### src/rtl/led_chaser_pkg.sv
package led_chaser_pkg;

  localparam int PAT_W = 8;

  typedef enum logic [1:0] {
    MODE_LEFT   = 2'd0,
    MODE_RIGHT  = 2'd1,
    MODE_BOUNCE = 2'd2,
    MODE_HOLD   = 2'd3
  } run_mode_e;

  // one place toward the MSB, MSB wraps into bit 0
  function automatic logic [PAT_W-1:0] rot_up(input logic [PAT_W-1:0] p);
    return {p[PAT_W-2:0], p[PAT_W-1]};
  endfunction

  // one place toward bit 0, bit 0 wraps into the MSB
  function automatic logic [PAT_W-1:0] rot_down(input logic [PAT_W-1:0] p);
    return {p[0], p[PAT_W-1:1]};
  endfunction

  // pattern in which the odd bit is the one that is set
  function automatic logic [PAT_W-1:0] odd_view(input logic [PAT_W-1:0] p);
    return ($countones(p) > PAT_W / 2) ? ~p : p;
  endfunction

  // bounce direction for the coming step (1 = toward MSB)
  function automatic logic bounce_dir(input logic [PAT_W-1:0] p, input logic going_up);
    logic [PAT_W-1:0] v;
    v = odd_view(p);
    if (going_up && v[PAT_W-1]) return 1'b0;
    if (!going_up && v[0])      return 1'b1;
    return going_up;
  endfunction

endpackage

### src/rtl/led_pause_timer.sv
module led_pause_timer #(
  parameter int DELAY_W = 8
) (
  input  logic               clk,
  input  logic               rst_n,
  input  logic               reload_en,
  input  logic [DELAY_W-1:0] reload_val,
  input  logic [DELAY_W-1:0] delay_q,
  output logic               step
);

  logic [DELAY_W-1:0] cnt_q;

  assign step = (cnt_q == '0);

  always_ff @(posedge clk) begin
    if (!rst_n)         cnt_q <= '0;
    else if (reload_en) cnt_q <= reload_val;
    else if (step)      cnt_q <= delay_q;
    else                cnt_q <= cnt_q - 1'b1;
  end

  AST_CNT_WITHIN_DELAY: assert property (@(posedge clk) disable iff (!rst_n)
    cnt_q <= delay_q);

endmodule

### src/rtl/led_pattern_step.sv
module led_pattern_step
  import led_chaser_pkg::*;
(
  input  logic             clk,
  input  logic             rst_n,
  input  run_mode_e        mode,
  input  logic             step,
  input  logic             load_en,
  input  logic [PAT_W-1:0] load_val,
  output logic [PAT_W-1:0] pattern
);

  logic             up_q;
  logic             up_next;
  logic [PAT_W-1:0] stepped;

  assign up_next = bounce_dir(pattern, up_q);

  always_comb begin
    unique case (mode)
      MODE_LEFT:   stepped = rot_up(pattern);
      MODE_RIGHT:  stepped = rot_down(pattern);
      MODE_BOUNCE: stepped = up_next ? rot_up(pattern) : rot_down(pattern);
      default:     stepped = pattern;
    endcase
  end

  always_ff @(posedge clk) begin
    if (!rst_n) begin
      pattern <= PAT_W'(1);
      up_q    <= 1'b1;
    end else if (load_en) begin
      pattern <= load_val;
    end else if (step) begin
      pattern <= stepped;
      if (mode == MODE_BOUNCE) up_q <= up_next;
    end
  end

  AST_ONES_KEPT: assert property (@(posedge clk) disable iff (!rst_n)
    !load_en |=> $countones(pattern) == $countones($past(pattern)));

  AST_HOLD_FROZEN: assert property (@(posedge clk) disable iff (!rst_n)
    (mode == MODE_HOLD && !load_en) |=> $stable(pattern));

endmodule

### src/rtl/led_bus_regs.sv
module led_bus_regs
  import led_chaser_pkg::*;
#(
  parameter int ADDR_W  = 4,
  parameter int DATA_W  = 32,
  parameter int DELAY_W = 8
) (
  input  logic               clk,
  input  logic               rst_n,
  input  logic               req_valid,
  output logic               req_ready,
  input  logic [ADDR_W-1:0]  req_addr,
  input  logic               req_we,
  input  logic [DATA_W-1:0]  req_wdata,
  output logic               rsp_valid,
  output logic [DATA_W-1:0]  rsp_rdata,
  input  logic [PAT_W-1:0]   pattern,
  output run_mode_e          mode_q,
  output logic [DELAY_W-1:0] delay_q,
  output logic               pat_wr,
  output logic               delay_wr
);

  localparam logic [ADDR_W-1:0] OFF_MODE  = ADDR_W'(0);
  localparam logic [ADDR_W-1:0] OFF_PAT   = ADDR_W'(4);
  localparam logic [ADDR_W-1:0] OFF_DELAY = ADDR_W'(8);

  logic              accept;
  logic              hit_mode, hit_pat, hit_delay, hit_none;
  logic              mode_wr;
  logic              stray_wr;
  logic              stray_rd;
  logic [DATA_W-1:0] rd_mux;

  assign req_ready = !rsp_valid;
  assign accept    = req_valid && req_ready;

  assign hit_mode  = (req_addr == OFF_MODE);
  assign hit_pat   = (req_addr == OFF_PAT);
  assign hit_delay = (req_addr == OFF_DELAY);
  assign hit_none  = !(hit_mode || hit_pat || hit_delay);

  assign mode_wr   = accept && req_we && hit_mode;
  assign pat_wr    = accept && req_we && hit_pat;
  assign delay_wr  = accept && req_we && hit_delay;
  assign stray_wr  = accept && req_we && hit_none;
  assign stray_rd  = accept && !req_we && hit_none;

  always_comb begin
    rd_mux = '0;
    if (hit_mode)  rd_mux = DATA_W'(mode_q);
    if (hit_pat)   rd_mux = DATA_W'(pattern);
    if (hit_delay) rd_mux = DATA_W'(delay_q);
  end

  always_ff @(posedge clk) begin
    if (!rst_n) begin
      mode_q    <= MODE_RIGHT;
      delay_q   <= '0;
      rsp_valid <= 1'b0;
      rsp_rdata <= '0;
    end else begin
      if (mode_wr)  mode_q  <= run_mode_e'(req_wdata[1:0]);
      if (delay_wr) delay_q <= req_wdata[DELAY_W-1:0];
      rsp_valid <= accept;
      rsp_rdata <= (accept && !req_we) ? rd_mux : '0;
    end
  end

  AST_ONE_OUTSTANDING: assert property (@(posedge clk) disable iff (!rst_n)
    rsp_valid |=> !rsp_valid);

  AST_STRAY_WRITE_NOP: assert property (@(posedge clk) disable iff (!rst_n)
    stray_wr |=> $stable(mode_q) && $stable(delay_q));

  AST_STRAY_READ_ZERO: assert property (@(posedge clk) disable iff (!rst_n)
    stray_rd |=> rsp_valid && rsp_rdata == '0);

endmodule

### src/rtl/led_chaser.sv
module led_chaser
  import led_chaser_pkg::*;
#(
  parameter int ADDR_W  = 4,
  parameter int DATA_W  = 32,
  parameter int DELAY_W = 8
) (
  input  logic              clk,
  input  logic              rst_n,
  input  logic              req_valid,
  output logic              req_ready,
  input  logic [ADDR_W-1:0] req_addr,
  input  logic              req_we,
  input  logic [DATA_W-1:0] req_wdata,
  output logic              rsp_valid,
  output logic [DATA_W-1:0] rsp_rdata,
  output logic [PAT_W-1:0]  led
);

  run_mode_e          mode_q;
  logic [DELAY_W-1:0] delay_q;
  logic               pat_wr;
  logic               delay_wr;
  logic               step;

  led_bus_regs #(
    .ADDR_W (ADDR_W),
    .DATA_W (DATA_W),
    .DELAY_W(DELAY_W)
  ) u_regs (
    .clk      (clk),
    .rst_n    (rst_n),
    .req_valid(req_valid),
    .req_ready(req_ready),
    .req_addr (req_addr),
    .req_we   (req_we),
    .req_wdata(req_wdata),
    .rsp_valid(rsp_valid),
    .rsp_rdata(rsp_rdata),
    .pattern  (led),
    .mode_q   (mode_q),
    .delay_q  (delay_q),
    .pat_wr   (pat_wr),
    .delay_wr (delay_wr)
  );

  led_pause_timer #(
    .DELAY_W(DELAY_W)
  ) u_timer (
    .clk       (clk),
    .rst_n     (rst_n),
    .reload_en (delay_wr),
    .reload_val(req_wdata[DELAY_W-1:0]),
    .delay_q   (delay_q),
    .step      (step)
  );

  led_pattern_step u_pattern (
    .clk     (clk),
    .rst_n   (rst_n),
    .mode    (mode_q),
    .step    (step),
    .load_en (pat_wr),
    .load_val(req_wdata[PAT_W-1:0]),
    .pattern (led)
  );

  AST_LOAD_WINS: assert property (@(posedge clk) disable iff (!rst_n)
    pat_wr |=> led == $past(req_wdata[PAT_W-1:0]));

endmodule

### config.mk
export PLATFORM = sky130hd
export DESIGN_NAME = led_chaser
export DESIGN_NICKNAME = d
export VERILOG_FILES = /design/src/rtl/led_chaser_pkg.sv /design/src/rtl/led_pause_timer.sv /design/src/rtl/led_pattern_step.sv /design/src/rtl/led_bus_regs.sv /design/src/rtl/led_chaser.sv
export SDC_FILE = /design/constraint.sdc
export NUM_CORES = 1
export LEC_CHECK = 0
export BUFFER_PORTS_ARGS = -buffer_cell sky130_fd_sc_hd__buf_2
export CAP_MARGIN = 20
export CORE_UTILIZATION = 46
export CTS_CLUSTER_SIZE = 30
export DETAILED_ROUTE_END_ITERATION = 10
export GPL_ROUTABILITY_DRIVEN = 0
export HOLD_SLACK_MARGIN = 0.12
export PLACE_DENSITY = 0.77
export SLEW_MARGIN = 20
export SYNTH_ARGS = -nofsm -noshare
export SYNTH_HDL_FRONTEND = slang
export SYNTH_SLANG_ARGS = --single-unit
### constraint.sdc
create_clock -name clk -period 3.4 [get_ports clk]
set_input_delay 0.17 -clock clk [delete_from_list [all_inputs] [get_ports clk]]
set_output_delay 0.17 -clock clk [all_outputs]
set_load 0.03 [all_outputs]
=== Yosys cells after proc, flatten, opt, wreduce, memory -nomap -nowiden ===
Index checks and enable logic that the tools add are counted.
Widths: inputs -> output; s select.

* Register bits: 60
* Bits in latches: 0
* RAM bits: 0
* ROM bits: 0
* Bits of input ports: 40
* Output and inout port bits: 42
* Logic and storage cells: 62
* Memories: 0

* Add/subtract/negate cells: 8
* Multiply operators: 0
* Div/mod/pow operators: 0
* Magnitude comparators: 1
* Equality and inequality tests: 4
* Shift-type cells: 0
* Muxes and demuxes: 17
* Bitwise logic cells: 4
* Reduce and logical (&&, ||, !) cells: 20

{| class="wikitable"
|+ Operators by type and width
! kind !! count
|-
| $add 32x32->32 || 3
|-
| $mux 8 || 8
|-
| $gt 32x4->1 const B || 1
|-
| $pmux 8 s3 || 1
|-
| $add 1x1->2 || 4
|-
| $logic_and 1x1->1 || 8
|-
| $logic_not 8->1 || 1
|-
| $not 8->8 || 1
|-
| $sub 8x1->8 const B || 1
|-
| $mux 1 || 7
|-
| $eq 4x3->1 const B || 1
|-
| $eq 4x4->1 const B || 1
|-
| $logic_not 4->1 || 1
|-
| $reduce_and 2->1 || 2
|-
| $reduce_bool 4->1 || 1
|-
| $reduce_or 4->1 || 1
|-
| $logic_not 1->1 || 3
|-
| $not 1->1 || 3
|-
| $reduce_and 3->1 || 1
|-
| $eq 2x1->1 const B || 1
|-
| $eq 2x2->1 const B || 1
|-
| $logic_not 2->1 || 1
|-
| $mux 2 || 1
|-
| $reduce_bool 2->1 || 1
|}

=== Logic depth before layout (Yosys ltp) ===
Gate-level depths: netlist of the first run.

* Depth after elaboration: 14
* Gate-level depth with buffers: 13
* Mapped depth without buffers: 12

=== Hierarchy ===
From an unflattened synthesis of the first run, not the netlist that was laid out.

* Cells, all modules: 278
* Area, all modules: 2349.8 µm²

{| class="wikitable"
|+ Modules (own cells, without submodules)
! module !! instances !! cells each !! area each (µm²) !! seq. area each (µm²)
|-
| led_bus_regs || 1 || 108 || 963.4 || 380.4
|-
| led_pattern_step || 1 || 111 || 890.9 || 180.2
|-
| led_pause_timer || 1 || 59 || 495.5 || 160.2
|}

=== Worst setup path before layout of the first run ===
No wires, ideal clock.

* Path type: register to register
* Start: register u_pattern.pattern[7]
* End: register u_pattern.pattern[6]
* Library setup time: 116 ps
* Arrival time: 3785 ps
* Required time: 3284 ps
* Path slack: -501 ps
* Stages on the path, launching flop included: 14
* Path buffers: 1
* Clock period less this slack: 3901 ps
* Path through: dfxtp_1 -> ha_1 -> inv_1 -> fa_1 -> inv_1 -> fa_1 -> ha_1 -> fa_1 -> o21a_1 -> or4_4 -> and2_4 -> buf_6 -> mux2i_1 -> o211a_1

* Cells in the longest elaborated chain, start to end: 14
* Elaborated cells on any way between the ends: 18
* Classes of those cells: 3 x add/sub; 1 x order compare; 11 x mux; 1 x bitwise; 2 x reduce/logical

{| class="wikitable"
|+ RTL lines
! element !! line !! RTL
|-
| start: declaration || led_pattern_step.sv:10 || <nowiki>output logic [PAT_W-1:0] pattern</nowiki>
|-
| start signal: assignment || led_pattern_step.sv:33 || <nowiki>pattern <= load_val;</nowiki>
|-
| start signal: assignment || led_pattern_step.sv:35 || <nowiki>pattern <= stepped;</nowiki>
|-
| $add 1x1->2 (implied by the code) || led_chaser_pkg.sv:24 || <nowiki>return ($countones(p) > PAT_W / 2) ? ~p : p;</nowiki>
|-
| $add 32x32->32 (implied by the code) (2 in a row) || led_chaser_pkg.sv:24 ||
|-
| $gt 32x4->1 || led_chaser_pkg.sv:24 ||
|-
| $mux 8 || led_chaser_pkg.sv:24 ||
|-
| $logic_and 1x1->1 || led_chaser_pkg.sv:32 || <nowiki>if (!going_up && v[0]) return 1'b1;</nowiki>
|-
| $mux 1 (2 in a row) || led_chaser_pkg.sv:32 ||
|-
| $mux 1 || led_chaser_pkg.sv:33 || <nowiki>return going_up;</nowiki>
|-
| $mux 1 || led_chaser_pkg.sv:32 ||
|-
| $mux 8 || led_pattern_step.sv:23 || <nowiki>MODE_BOUNCE: stepped = up_next ? rot_up(pattern) : rot_down(pattern);</nowiki>
|-
| $pmux 8 s3 * || led_pattern_step.sv:20 || <nowiki>unique case (mode)</nowiki>
|-
| $mux 8 * || led_pattern_step.sv:34 || <nowiki>end else if (step) begin</nowiki>
|-
| $mux 8 * || led_pattern_step.sv:32 || <nowiki>end else if (load_en) begin</nowiki>
|}

Mark *: on every way between the ends. The rest lies on a longest branch, timed or not. The select of a mux whose other input is x is not followed.
A chain may end at the register's enable or synchronous reset.

=== Worst setup path after layout of the first run ===
Ends and elaborated chain as after synthesis.

==> results of run 1 <==
## registers in the layout, summed over array words and instances, names as in the netlist
register and cells:
u_regs.rsp_valid 1, u_regs.delay_q 8, u_timer.cnt_q 8, u_pattern.up_q 1
u_regs.mode_q 2, u_pattern.pattern 8, u_regs.rsp_rdata 8
## area by class of cell
class,count,area (µm²)
inverters,17,63.8
multi-input cells,226,1510
well taps,67,83.8
fillers,464,2120
repair buffers,46,265
clock buffers,7,86.3
clock inverters,1,6.26
flip-flops and latches,36,743
## power groups by stage
stage                     registers (mW)  logic, mW  clock network [mW]
after global placement             0.604       1.11                   0
after floorplan                    0.701      0.779                   0
final                              0.604       1.19               0.322
after CTS                          0.602       1.18               0.326
after detailed placement           0.608       1.16                   0
after global routing               0.618       1.34               0.348
## critical path, stage by stage, from the launching register on
cell and delay (ns):
sky130_fd_sc_hd__dfxtp_4 0.36, sky130_fd_sc_hd__ha_4 0.13, sky130_fd_sc_hd__inv_2 0.03, sky130_fd_sc_hd__fa_1 0.54, sky130_fd_sc_hd__inv_2 0.04, sky130_fd_sc_hd__fa_1 0.50, sky130_fd_sc_hd__ha_2 0.17, sky130_fd_sc_hd__fa_1 0.40
sky130_fd_sc_hd__o21a_1 0.13, sky130_fd_sc_hd__or4_4 0.51, sky130_fd_sc_hd__and2_4 0.22, sky130_fd_sc_hd__mux2i_2 0.16, sky130_fd_sc_hd__o211a_1 0.21
## repair_timing
action	in CTS	in global routing
endpoints found under the hold margin	1	0
hold buffers	1	0
pin swaps	1	6
setup buffers	0	0
endpoints found under the setup margin	9	9
gates resized for setup	5	4
## synthesized netlist by cell type, types with 4 or more instances
cell type	count	share of area (%)
sky130_fd_sc_hd__dfxtp_1	36	30
sky130_fd_sc_hd__buf_2	4	0.84
sky130_fd_sc_hd__nand2_1	44	6.9
sky130_fd_sc_hd__a21boi_0	16	5.0
sky130_fd_sc_hd__nor2_1	21	3.3
sky130_fd_sc_hd__o211a_1	5	2.1
sky130_fd_sc_hd__clkbuf_1	7	1.1
sky130_fd_sc_hd__mux2i_1	7	2.9
sky130_fd_sc_hd__a22oi_1	6	1.9
sky130_fd_sc_hd__buf_4	24	7.5
sky130_fd_sc_hd__and3_1	7	1.8
sky130_fd_sc_hd__ha_1	11	5.7
sky130_fd_sc_hd__inv_1	17	2.7
sky130_fd_sc_hd__nor3_1	4	0.84
sky130_fd_sc_hd__fa_1	4	3.3
sky130_fd_sc_hd__o211ai_1	5	1.6
sky130_fd_sc_hd__o221ai_1	4	1.5
sky130_fd_sc_hd__nor2b_1	4	1.0
sky130_fd_sc_hd__o21ai_0	5	1.0
sky130_fd_sc_hd__a21oi_1	9	1.9
sky130_fd_sc_hd__nand3_1	9	1.9
## cells by family after synthesis
group	after synthesis	synth area share (%)
buf+inv	54	12.8
simple gates	112	23.7
mux	7	2.92
xor+xnor	3	1.10
compound gates	65	20.2
fa+ha+maj	15	9.09
flops	36	30.1
other cells	1	0.157
## per-stage QoR
stage | worst slack [ns] | area (µm²) | setup TNS (ns)
after floorplan | -0.223 | 2530 | -1.42
final | -0.107 | 2760 | -0.536
after detailed placement | -0.130 | 2630 | -0.809
after global routing | -0.186 | 2760 | -1.28
after CTS | -0.114 | 2750 | -0.719
after global placement | -0.0876 | 2630 | -0.486
## routing by layer
metal / vias to the layer above / part of all wire [%] / GRT usage (%)
li1: 1055 / - / -
met1: 1038 / 44 / 29.3
met2: 89 / 48 / 37.2
met3: 8 / 6.0 / 4.20
met4: 0 / 1.6 / 8.33
met5: - / 0 / 0
## worst max path at each step
| stage | start | to | slack (ns) | depth (start not counted) |
|---|---|---|---|---|
| 5_1_grt | u_pattern.pattern[7]$_SDFFE_PN0P_ | u_pattern.pattern[6]$_SDFFE_PN0P_ | -0.19 | 12 |
| 4_1_cts | u_pattern.pattern[3]$_SDFFE_PN0P_ | u_pattern.pattern[6]$_SDFFE_PN0P_ | -0.11 | 12 |
| 3_5_place_dp | u_pattern.pattern[6]$_SDFFE_PN0P_ | u_pattern.pattern[6]$_SDFFE_PN0P_ | -0.13 | 12 |
| 2_1_floorplan | u_pattern.pattern[3]$_SDFFE_PN0P_ | u_pattern.pattern[5]$_SDFFE_PN0P_ | -0.22 | 13 |
| 3_3_place_gp | u_pattern.pattern[3]$_SDFFE_PN0P_ | u_pattern.pattern[4]$_SDFFE_PN0P_ | -0.09 | 12 |
| 6_report | u_pattern.pattern[7]$_SDFFE_PN0P_ | u_pattern.pattern[6]$_SDFFE_PN0P_ | -0.11 | 12 |
==> results.md, run 1 <==
- The run finished, with violations left.
- The final reports fail on setup timing.
- The clock reaches the later pin of the worst-skew pair after 0.30 ns.
- For this design, the sink count on the clock tree is 36.
- The number of warnings printed during yosys synthesis is 0.
- The detail route stage leaves a number of antenna-violating nets equal to 0.
- The placed instance count is 391.
- The final-report max-slew violation count is 0.
- After detailed routing, the number of remaining DRC violations is 0.
- Sequential elements use 30.1% of the synthesized area.
- The average vias per placed instance is 5.48.
- For hold timing, the worst endpoint is u_regs.mode_q[0]$_SDFFE_PN1P_.
- Of the total power, the share spent switching nets is 43.6%.
- In this run, synthesis produced a sequential element count of 36.
- Compared with the post-synthesis result, the final layout area differs by 15.3%.
- The worst hold path begins at req_wdata[0].
- The combinational cell fraction of total power is 56.3%.
- Clock-pin slew was measured on the worst setup and hold paths at 0.08 ns.
- After detailed routing, the average wire length per cell comes to 13.9 µm.
- The master cell of the clock root buffer is sky130_fd_sc_hd__clkbuf_8.
- Setup repair after global routing could not meet its margin everywhere.
- Entering global routing, the biggest net connects 30 pins.
- Internal power comes to 1.19 mW.
- TritonCTS built the clock tree.
- In the final design database the tool counted 387 nets.
- The total global-route track usage is 22.5%.
- The start-to-end type of the worst setup path is flop to flop.
- The most used flip-flop cell after synthesis is sky130_fd_sc_hd__dfxtp_1.
- In this run the count of I/O pins placed on the die edge is 82.
- The number of design-rule violations left by the first detailed-router iteration is 140.
- Measured on the finished design, the core utilization comes to 56.6%.
- The total length of routed wires is 5.56 mm.
- The mean post-synth cell area is 8.18 µm².
- The number of buffers inserted during clock tree synthesis is 5.
- The routed layout has 2190 vias.
- The hold violation total from the final report was 0.
- Across all setup checks in the final design, the least slack found is -0.107 ns.
- The upper clock frequency limit is 0.285 GHz.
- The fraction of power consumed by the clock network is 15.2%.
- Dividing the final minimum period by the clock period gives 103%.
- The via count of the first global-routing pass is 1929.
- The tightest hold path in the finished design has a slack of 0.143 ns.
- The H-tree generated during clock tree synthesis spans 2 levels.
- The worst-case reg-to-reg path depth is 12.
- The netlist uses 51 different library cells.
- In this run the horizontal extent of the chip is 74.2 µm.
- The port buffer count is 33.
- The count of flip-flops with a built-in enable after synthesis is 0.
- The maximum fanout count along the critical path is 8.
- The total of max-cap violations is 0.
- Across the routed clock network, the largest skew measured is 0.0110 ns.
- The first global-routing pass estimated 9.26 mm of wire.
- The kind of capture point of the worst setup path is a flop.
- STA classifies the critical path startpoint as a flop.
- The analysis attributes to net switching a power of 924 µW.
- The initial utilization of the core area, before any placement, comes to 49.1%.
- The peak supply drop is 0.000293 V.
- Row generation in the floorplan step produced 25 rows.
- The worst hold path cell count is 3.
- Setup violations remaining at the end of the flow were counted as 8.
- The first TritonRoute pass finished after 4 iterations.
- The library cell used most frequently in the layout, excluding fill and tap cells, is sky130_fd_sc_hd__nand2_1.
- For the pin with the worst max-slew slack, the measured transition is 0.686 ns.
- The power density normalized to cell area is 767 nW/µm².
- The worst register-to-register path ends at u_pattern.pattern[6]$_SDFFE_PN0P_.
- The sequential group share of total power is 28.5%.
- The minimum clock period after layout is 3.51 ns.
- In this run the worst hold path is classified as input port to flop.
- The headroom to the max-slew limit is 54.1%.
- The number of non-filler instances in the completed layout is 400.
- The leakage power of the design is 1.22 nW.
- In this run the deepest clock path goes through 2 buffers.
- The HPWL reported at the end of detailed placement is 4.08 mm.
- In this run the vertical extent of the chip is 74.2 µm.
- Summing every instance area after synthesis gives 2400 µm².
- The number of antenna diodes in the final layout is 0.
- In this run the register-to-register setup slack is -0.11 ns.
- In the layout the commonest cells are 44 x sky130_fd_sc_hd__nand2_1, 33 x sky130_fd_sc_hd__buf_2, 30 x sky130_fd_sc_hd__dfxtp_1.
- The endpoint required time on the critical path is 3.59 ns.
- The source of the worst register-to-register timing path is u_pattern.pattern[7]$_SDFFE_PN0P_.
- For this run the aggregate overflow at the end of global routing stands at 0.
- In the synthesized netlist, the number of instances is 293.
- The design draws 2.12 mW.
- The initial antenna violation count came to 0.
- The die footprint is 5500 µm².
- The share of synthesized registers carrying an async set or reset is 0%.
- The core box area is 4880 µm².
- At the worst endpoint, the arrival time is 3.70 ns.
- Of the cells placed in the final design, the portion with a size suffix greater than 1 is 23.1%.
(Power assumes the default switching activity.)
==> run 2, diff against run 1 <==
CELL_PAD_IN_SITES_DETAIL_PLACEMENT = 1   (was not set)
CELL_PAD_IN_SITES_GLOBAL_PLACEMENT = 2   (was not set)
CORE_UTILIZATION = 25   (was 46)
PLACE_DENSITY = not set   (was 0.77)
PLACE_DENSITY_LB_ADDON = 0.1   (was not set)
==> run 2 against run 1 <==
The run still ends with setup timing left. Count of clock-buffer cells in the layout fell by 1. Routed wire length is 30% higher. Fmax decreased by 0.71%. Utilization down 26 points. Clock power up 5%. Die area is 81% higher. Global-route usage down 7.1 points. Sequential power hardly changed. Setup slack got worse by 0.025 ns. Largest cell class unchanged. Largest power group unchanged.
==> results.md, run 2 (same netlist as run 1, synthesis figures left out) <==
- Summing all multi-input logic gate instances after layout gives 1510 µm².
- The endpoint of the most critical setup path is u_pattern.pattern[7]$_SDFFE_PN0P_.
- In this design, the critical path's most frequently occurring cell is sky130_fd_sc_hd__fa_1.
- The via count of the first global-routing pass is 2210.
- The run finished, with violations left.
- On the worst path, the slowest cell contributes a delay of 0.53 ns.
- The setup TNS after final layout is -0.572 ns.
- The endpoint arrival time on the critical path is 3.70 ns.
- The cell area after layout is 2870 µm².
- The most common library cell in the layout ignoring fill and taps is sky130_fd_sc_hd__nand2_1.
- For this design the static power due to leakage is 1.26 nW.
- In this run the tool buffered the top-level ports with 33 buffer cells.
- The kind of capture point of the worst setup path is a flop.
- For this run, the detailed router's first-pass iteration total came to 4.
- The critical path depth is 12.
- The final critical path takes up 104% of the cycle.
- Setup repair after global routing could not meet its margin everywhere.
- The peak supply drop is 0.000161 V.
- The initial antenna violation count is 0.
- The die outline height is 99.9 µm.
- Power spread over the standard cell area amounts to 769 nW/µm².
- The first-pass GRT wire length is 11.8 mm.
- The clock edge transition at the registers on the reported setup and hold paths is 0.08 ns.
- The path class of the tightest hold or removal check is input port to flop.
- The startpoint class of the critical path is a flop.
- The die is 99.9 µm wide.
- The maximum number of pins on one net before global-route repair is 30.
- Relative to the synthesized area, the layout overhead comes to 19.8%.
- In this run the worst path has a maximum fanout of 8.
- The total placed instance area is 2730 µm².
- The number of buffers inserted during clock tree synthesis is 5.
- Data on the critical path is required at its endpoint by 3.57 ns.
- For this design, the slowest cell found on the critical path is sky130_fd_sc_hd__fa_1.
- Walking the worst path, the cells encountered are ha_4 > inv_2 > fa_1 > inv_1 > fa_1 > ha_2 > fa_1 > o21a_1 > or4_4 > and2_4 > mux2i_1 > o211a_1.
- Wire segments on met2 add up to 3.25 mm in the final route.
- Among cell families on the critical path, the largest total delay comes from adder cells.
- The source of the worst register-to-register timing path is u_pattern.pattern[7]$_SDFFE_PN0P_.
- The layout cell share with drive strength beyond 1 is 23.7%.
- The number of inserted filler cells in the final layout is 1166.
- At the placement stage, the worst setup path has a slack of -0.194 ns.
- The antenna diode instance count is 0.
- The maximum number of buffers from clock root to sink is 2.
- Measured in cells, the most critical reg-to-reg path has a length of 12.
- The total met3 wirelength after detailed routing is 225 µm.
- The initialized floorplan defines 35 standard-cell rows.
- The clock skew is 0.0115 ns.
- Setup slack on the critical path of the routed design comes to -0.132 ns.
- The final reports fail on setup timing.
- After detailed routing, the number of remaining DRC violations is 0.
- The headroom to the max-slew limit is 47.3%.
- Once layout is complete, the utilization of the core stands at 30.9%.
- In this run the count of I/O pins placed on the die edge is 82.
- The average vias per placed instance is 4.61.
- The total global-route track usage is 15.4%.
- The routed length per placed instance is 15.5 µm.
- The total of max-cap violations is 0.
- Setup violations remaining at the end of the flow were counted as 8.
- Clock latency on the worst-skew pair, taken at its later pin, is 0.29 ns.
- The setup slack of the most critical reg-to-reg path is -0.13 ns.
- Once detail routing completed, the nets flagged for antenna violations numbered 0.
- The detailed router put a total of 3.73 mm of wire on met1.
- The start-to-end type of the worst setup path is flop to flop.
- The root buffer cell chosen for the clock tree is sky130_fd_sc_hd__clkbuf_8.
- The die covers 9980 µm².
- Counting both buffers and inverters, the worst setup path holds a total of 2.
- The minimum clock period after layout is 3.53 ns.
- The starting density of the core is 25.8%.
- The start point of the critical path is u_pattern.pattern[7]$_SDFFE_PN0P_.
- The hold violation total from the final report is 0.
- The via count is 2154.
- CTS built an H-tree with a depth of 2.
- TritonCTS built the clock tree.
- In the final layout, flip-flops and latches occupy 743 µm².
- The final-report max-slew violation count is 0.
- The net total in the final layout is 392.
- The HPWL reported at the end of detailed placement is 5.60 mm.
- The endpoint of the most critical register-to-register path is u_pattern.pattern[7]$_SDFFE_PN0P_.
- Hold timing on the final database bottoms out at a slack of 0.158 ns.
- The transition time at the pin with the least slew margin is 0.789 ns.
- In the layout the commonest cells are 44 x sky130_fd_sc_hd__nand2_1, 33 x sky130_fd_sc_hd__buf_2, 30 x sky130_fd_sc_hd__dfxtp_1.
- The region available for standard cell placement spans 9280 µm².
- Global routing finished with a remaining overflow of 0.
- The upper clock frequency limit is 0.283 GHz.
- The top routing layer in use is met4.
- The number of design-rule violations left by the first detailed-router iteration is 55.
- Clock tree synthesis found a total of 36 sinks.
- The total length of routed wires is 7.24 mm.
[run 2: cell count changes in the layout (fill, tap and decap cells not counted), sizes merged]
cell	delta
clkbuf	-1
buf	+5
inv	+1
[run 2: power by group]
part           internal, mW  switching (mW)  leakage, nW
clock                 0.166           0.171       0.0521
sequential            0.517          0.0838        0.298
combinational         0.550           0.721        0.908
total                  1.23           0.976         1.26
[run 2: per-stage QoR]
step / instances / total power [mW]
floorplan: 316 / 1.48
detailed placement: 456 / 1.84
finish: 467 / 2.21
global placement: 456 / 1.83
CTS: 467 / 2.24
global route: 467 / 2.42
[run 2: cell type report]
class | count | area share [%]
clock inverters | 2 | 0.436
inverters | 17 | 2.22
flip-flops and latches | 36 | 25.9
repair buffers | 51 | 10.5
multi-input cells | 226 | 52.4
well taps | 129 | 5.62
clock buffers | 6 | 2.88
[run 2: worst min-delay path by stage]
stage | start | end | slack [ns] | cells past startpoint
after floorplan | req_wdata[0] | u_regs.mode_q[0]$_SDFFE_PN1P_ | 0.30 | 2
after global placement | req_valid | u_regs.rsp_valid$_SDFF_PN0_ | 0.42 | 3
after detailed placement | req_valid | u_regs.rsp_valid$_SDFF_PN0_ | 0.42 | 3
after CTS | req_wdata[0] | u_regs.mode_q[0]$_SDFFE_PN1P_ | 0.17 | 3
after global routing | req_wdata[3] | u_timer.cnt_q[3]$_SDFF_PN0_ | 0.17 | 3
final | req_wdata[0] | u_regs.mode_q[0]$_SDFFE_PN1P_ | 0.16 | 3
[run 2: timing repair]
| action | 4_1_cts | 5_1_grt |
|---|---|---|
| hold buffers | 1 | 0 |
| buffers inserted | 2 | 0 |
| hold endpoints to repair | 1 | 0 |
| pin swaps | 10 | 2 |
| gates cloned | 0 | 0 |
| resized for setup | 4 | 1 |
| setup endpoints to repair | 9 | 9 |
[run 2: layer usage]
metal / up-vias / global-route usage (%)
met2: 44 / 24.9
li1: 1063 / -
met3: 4 / 2.51
met1: 1043 / 21.9
met4: 0 / 2.71
met5: - / 0
[run 2: worst register-to-register path: stages (launching register included)]
cell	delay, ns
sky130_fd_sc_hd__dfxtp_4	0.36
sky130_fd_sc_hd__ha_4	0.13
sky130_fd_sc_hd__inv_2	0.03
sky130_fd_sc_hd__fa_1	0.53
sky130_fd_sc_hd__inv_1	0.05
sky130_fd_sc_hd__fa_1	0.44
sky130_fd_sc_hd__ha_2	0.20
sky130_fd_sc_hd__fa_1	0.44
sky130_fd_sc_hd__o21a_1	0.14
sky130_fd_sc_hd__or4_4	0.52
sky130_fd_sc_hd__and2_4	0.20
sky130_fd_sc_hd__mux2i_1	0.13
sky130_fd_sc_hd__o211a_1	0.25
==> run 3, diff against run 2 <==
CORE_ASPECT_RATIO = 0.75   (was not set)
CORE_UTILIZATION = 26   (was 25)
CTS_BUF_LIST = sky130_fd_sc_hd__clkbuf_4   (was not set)
SYNTH_HIERARCHICAL = 1   (was not set)
==> run 3 against run 2 <==
The flow finishes with violations (DRC, setup timing). Hold slack lost 0.0049 ns. Synthesized cell count down 5.1%. Clock skew fell by 0.0039 ns. Non-clock buffer count grew 10. Utilization rose by 2.4 points. Largest cell class unchanged.
==> results.md, run 3 <==
- For the pin with the worst max-slew slack, the measured transition is 0.577 ns.
- Counting I/O delays and the setup requirement, the final critical path takes 3.79 ns.
- The number of top-level pins is 82.
- The initial antenna violation count is 0.
- The routed length per placed instance is 16.3 µm.
- The sum of overflow across all layers after global routing is 0.
- The peak per-stage delay on the critical path is 0.55 ns.
- The die footprint is 9430 µm².
- The hold violation total from the final report is 0.
- The power density normalized to cell area is 511 nW/µm².
- The start-to-end type of the worst setup path is flop to flop.
- The upper clock frequency limit is 0.264 GHz.
- The type of the most critical hold path is input port to flop.
- The cell family contributing the most delay on the critical path is adder cells.
- The run finished, with violations left.
- The count of flip-flops with a built-in enable after synthesis is 0.
- The headroom to the max-slew limit is 61.2%.
- After routing the design area is 2860 µm².
- The longest clock path from root to sink contains 2 buffers.
- The number of failing setup endpoints in the final timing report is 9.
- The number of unique standard cell types used by synthesis is 53.
- After synthesis, the cell types taking the most area are sky130_fd_sc_hd__dfxtp_1 31%, sky130_fd_sc_hd__buf_4 8.0%, sky130_fd_sc_hd__mux2i_1 6.8%, sky130_fd_sc_hd__nand2_1 5.0%, sky130_fd_sc_hd__ha_1 4.3%.
- Data on the critical path is required at its endpoint by 3.64 ns.
- The repair_antennas step left the layout with diodes totalling 0.
- The area share of the largest cell type after synthesis is 30.7%.
- The leakage power of the design is 1.25 nW.
- The row count is 29.
- Detailed placement ended at an HPWL of 5.62 mm.
- The kind of capture point of the worst setup path is a flop.
- In the final design database the tool counted 389 nets.
- The number of inserted filler cells in the final layout is 1038.
- The total of max-cap violations is 0.
- For this run, the number of Yosys warnings is 6.
- The clock edge transition at the registers on the reported setup and hold paths is 0.12 ns.
- In this run the number of H-tree levels came out at 2.
- TritonCTS built the clock tree.
- The initial utilization of the core area, before any placement, comes to 27.3%.
- In the synthesized netlist, the cells that appear most often are 36 x sky130_fd_sc_hd__dfxtp_1, 31 x sky130_fd_sc_hd__nand2_1, 25 x sky130_fd_sc_hd__buf_4, 22 x sky130_fd_sc_hd__inv_1, 16 x sky130_fd_sc_hd__mux2i_1.
- The most common cell in the synthesized netlist is sky130_fd_sc_hd__dfxtp_1.
- Across all setup checks in the final design, the least slack found is -0.393 ns.
- The post-route netlist has 22.6% of its cells at a drive strength greater than 1.
- The startpoint class of the critical path is a flop.
- The netlist area before placement is 2350 µm².
- The number of buffers and inverters on the critical path is 2.
- VDD sags by at most 0.000161 V.
- The endpoint arrival time on the critical path is 4.03 ns.
- The total global-route track usage is 16.0%.
- The worst hold margin is 0.153 ns.
- For the worst-skew pair, the clock arrives at the later sink with an insertion delay of 0.34 ns.
- The cell taking the most area after synthesis is sky130_fd_sc_hd__dfxtp_1.
- Counting stages on the worst path, the most repeated cell is sky130_fd_sc_hd__fa_1.
- For this block, the initial DRC count from the detailed router was 133.
- Entering global routing, the biggest net connects 42 pins.
- The flip-flop cell with the highest count after synthesis is sky130_fd_sc_hd__dfxtp_1.
- Summed over all failing endpoints, the final setup total negative slack is -3.15 ns.
- After detailed routing, the number of vias per cell comes to 4.81.
- The core box area is 8600 µm².
- The checks that failed: DRC, setup timing.
- The post-route DRC violation count is 5.
- The via count of the first global-routing pass is 2156.
- The total length of routed wires is 7.24 mm.
- In this run, CTS created clock tree buffers numbering 5.
- The area of the multi-input gates is 1460 µm².
- The clock net in this run drives a total of 36 sinks.
- The area occupied by registers is 732 µm².
- The final-report max-slew violation count is 0.
- For this run, the register share of the synthesized area comes to 30.7%.
- The area added between synthesis and finish is 21.9%.
- The share of the clock period used by the worst path after layout is 112%.
- Setup repair after global routing could not meet its margin everywhere.
- In the layout the commonest cells are 33 x sky130_fd_sc_hd__buf_2, 33 x sky130_fd_sc_hd__dfxtp_1, 28 x sky130_fd_sc_hd__nand2_1.
- The die width is 112 µm.
- The total placed instance area is 2690 µm².
- The die is 84.3 µm tall.
- Traced cell by cell, the critical path runs through inv_2 > fa_1 > fa_1 > fa_1 > inv_1 > ha_2 > fa_2 > o22a_1 > a22oi_4 > mux2i_4 > o21ba_1 > a221o_1.
- The port buffer count is 33.
- For this run, asynchronously set or reset flops after synthesis account for 0%.
- The synthesized instance count is 278.
- The detail route stage leaves a number of antenna-violating nets equal to 0.
- Clock tree synthesis selected as its root buffer the cell sky130_fd_sc_hd__clkbuf_4.
- The via count is 2139.
- The first global-routing pass estimated 11.7 mm of wire.
- The clock skew is 0.00756 ns.
- The maximum fanout count along the critical path is 4.
- The mean post-synth cell area is 8.45 µm².
- The count of TritonRoute iterations in the first routing pass is 9.
- After synthesis the netlist holds a flip-flop and latch count of 36.
- For this design, the slowest cell found on the critical path is sky130_fd_sc_hd__fa_1.
==> run 3: routing by layer <==
metal	track usage (%)	vias to the layer above	routed length, µm
met5	0	-	0
met3	2.96	2	304
met4	3.19	0	23
met1	24.2	1012	3920
li1	-	1069	-
met2	23.2	56	2990
==> run 3: per-stage QoR <==
stage               std cells  setup WS [ns]  util (%)  power, mW
global placement          428         -0.325      31.3       1.21
finish                    445         -0.393      33.3       1.46
detailed placement        428         -0.410      31.3       1.22
global route              445         -0.506      33.3       1.58
floorplan                 301         -0.312         -       1.03
CTS                       443         -0.397      33.1       1.48
==> run 3: power breakdown <==
group / switching, mW / internal [mW] / total [mW] / leakage, nW
registers: 0.0496 / 0.471 / 0.521 / 0.294
logic: 0.414 / 0.289 / 0.703 / 0.926
clock network: 0.156 / 0.0845 / 0.240 / 0.0315
total: 0.619 / 0.845 / 1.46 / 1.25
==> run 3: area by class of cell <==
type / instances / share of cell area (%)
repair buffers: 61 / 14.1
well taps: 108 / 4.72
clock inverters: 1 / 0.175
multi-input cells: 211 / 51.0
flip-flops and latches: 36 / 25.6
clock buffers: 6 / 1.57
inverters: 22 / 2.88
==> run 3: tightest hold or removal path, delay by kind of cell <==
family | cells | cell delay (ns)
buffers and inverters | 1 | 0.13
AOI/OAI and AO/OA | 1 | 0.07
and+or+nand+nor | 1 | 0.09
==> run 3: final timing paths <==
kind	cells past startpoint	slack, ns	endpoint	from
setup reg to reg	12	-0.39	u_pattern/pattern[5]$_SDFFE_PN0P_	u_pattern/pattern[0]$_SDFFE_PN1P_
setup / recovery	12	-0.39	u_pattern/pattern[5]$_SDFFE_PN0P_	u_pattern/pattern[0]$_SDFFE_PN1P_
hold reg to reg	2	0.49	u_regs/delay_q[6]$_SDFFE_PN0P_	u_regs/delay_q[6]$_SDFFE_PN0P_
hold / removal	3	0.15	u_regs/mode_q[1]$_SDFFE_PN0P_	req_wdata[1]
==> run 3: logic make-up after synthesis <==
kind of cell | share of synthesized area, %
mux | 6.82
compound gates | 20.7
simple gates | 19.1
xor+xnor | 2.24
buf+inv | 12.7
other cells | 0.160
flops | 30.7
fa+ha+maj | 7.67
==> run 3: repair_timing <==
item	in CTS	in global routing
endpoints found under the setup margin	9	9
pin swaps	6	4
hold buffers	8	0
hold endpoints to repair	12	0
setup buffers	1	2
gates resized for setup	6	2
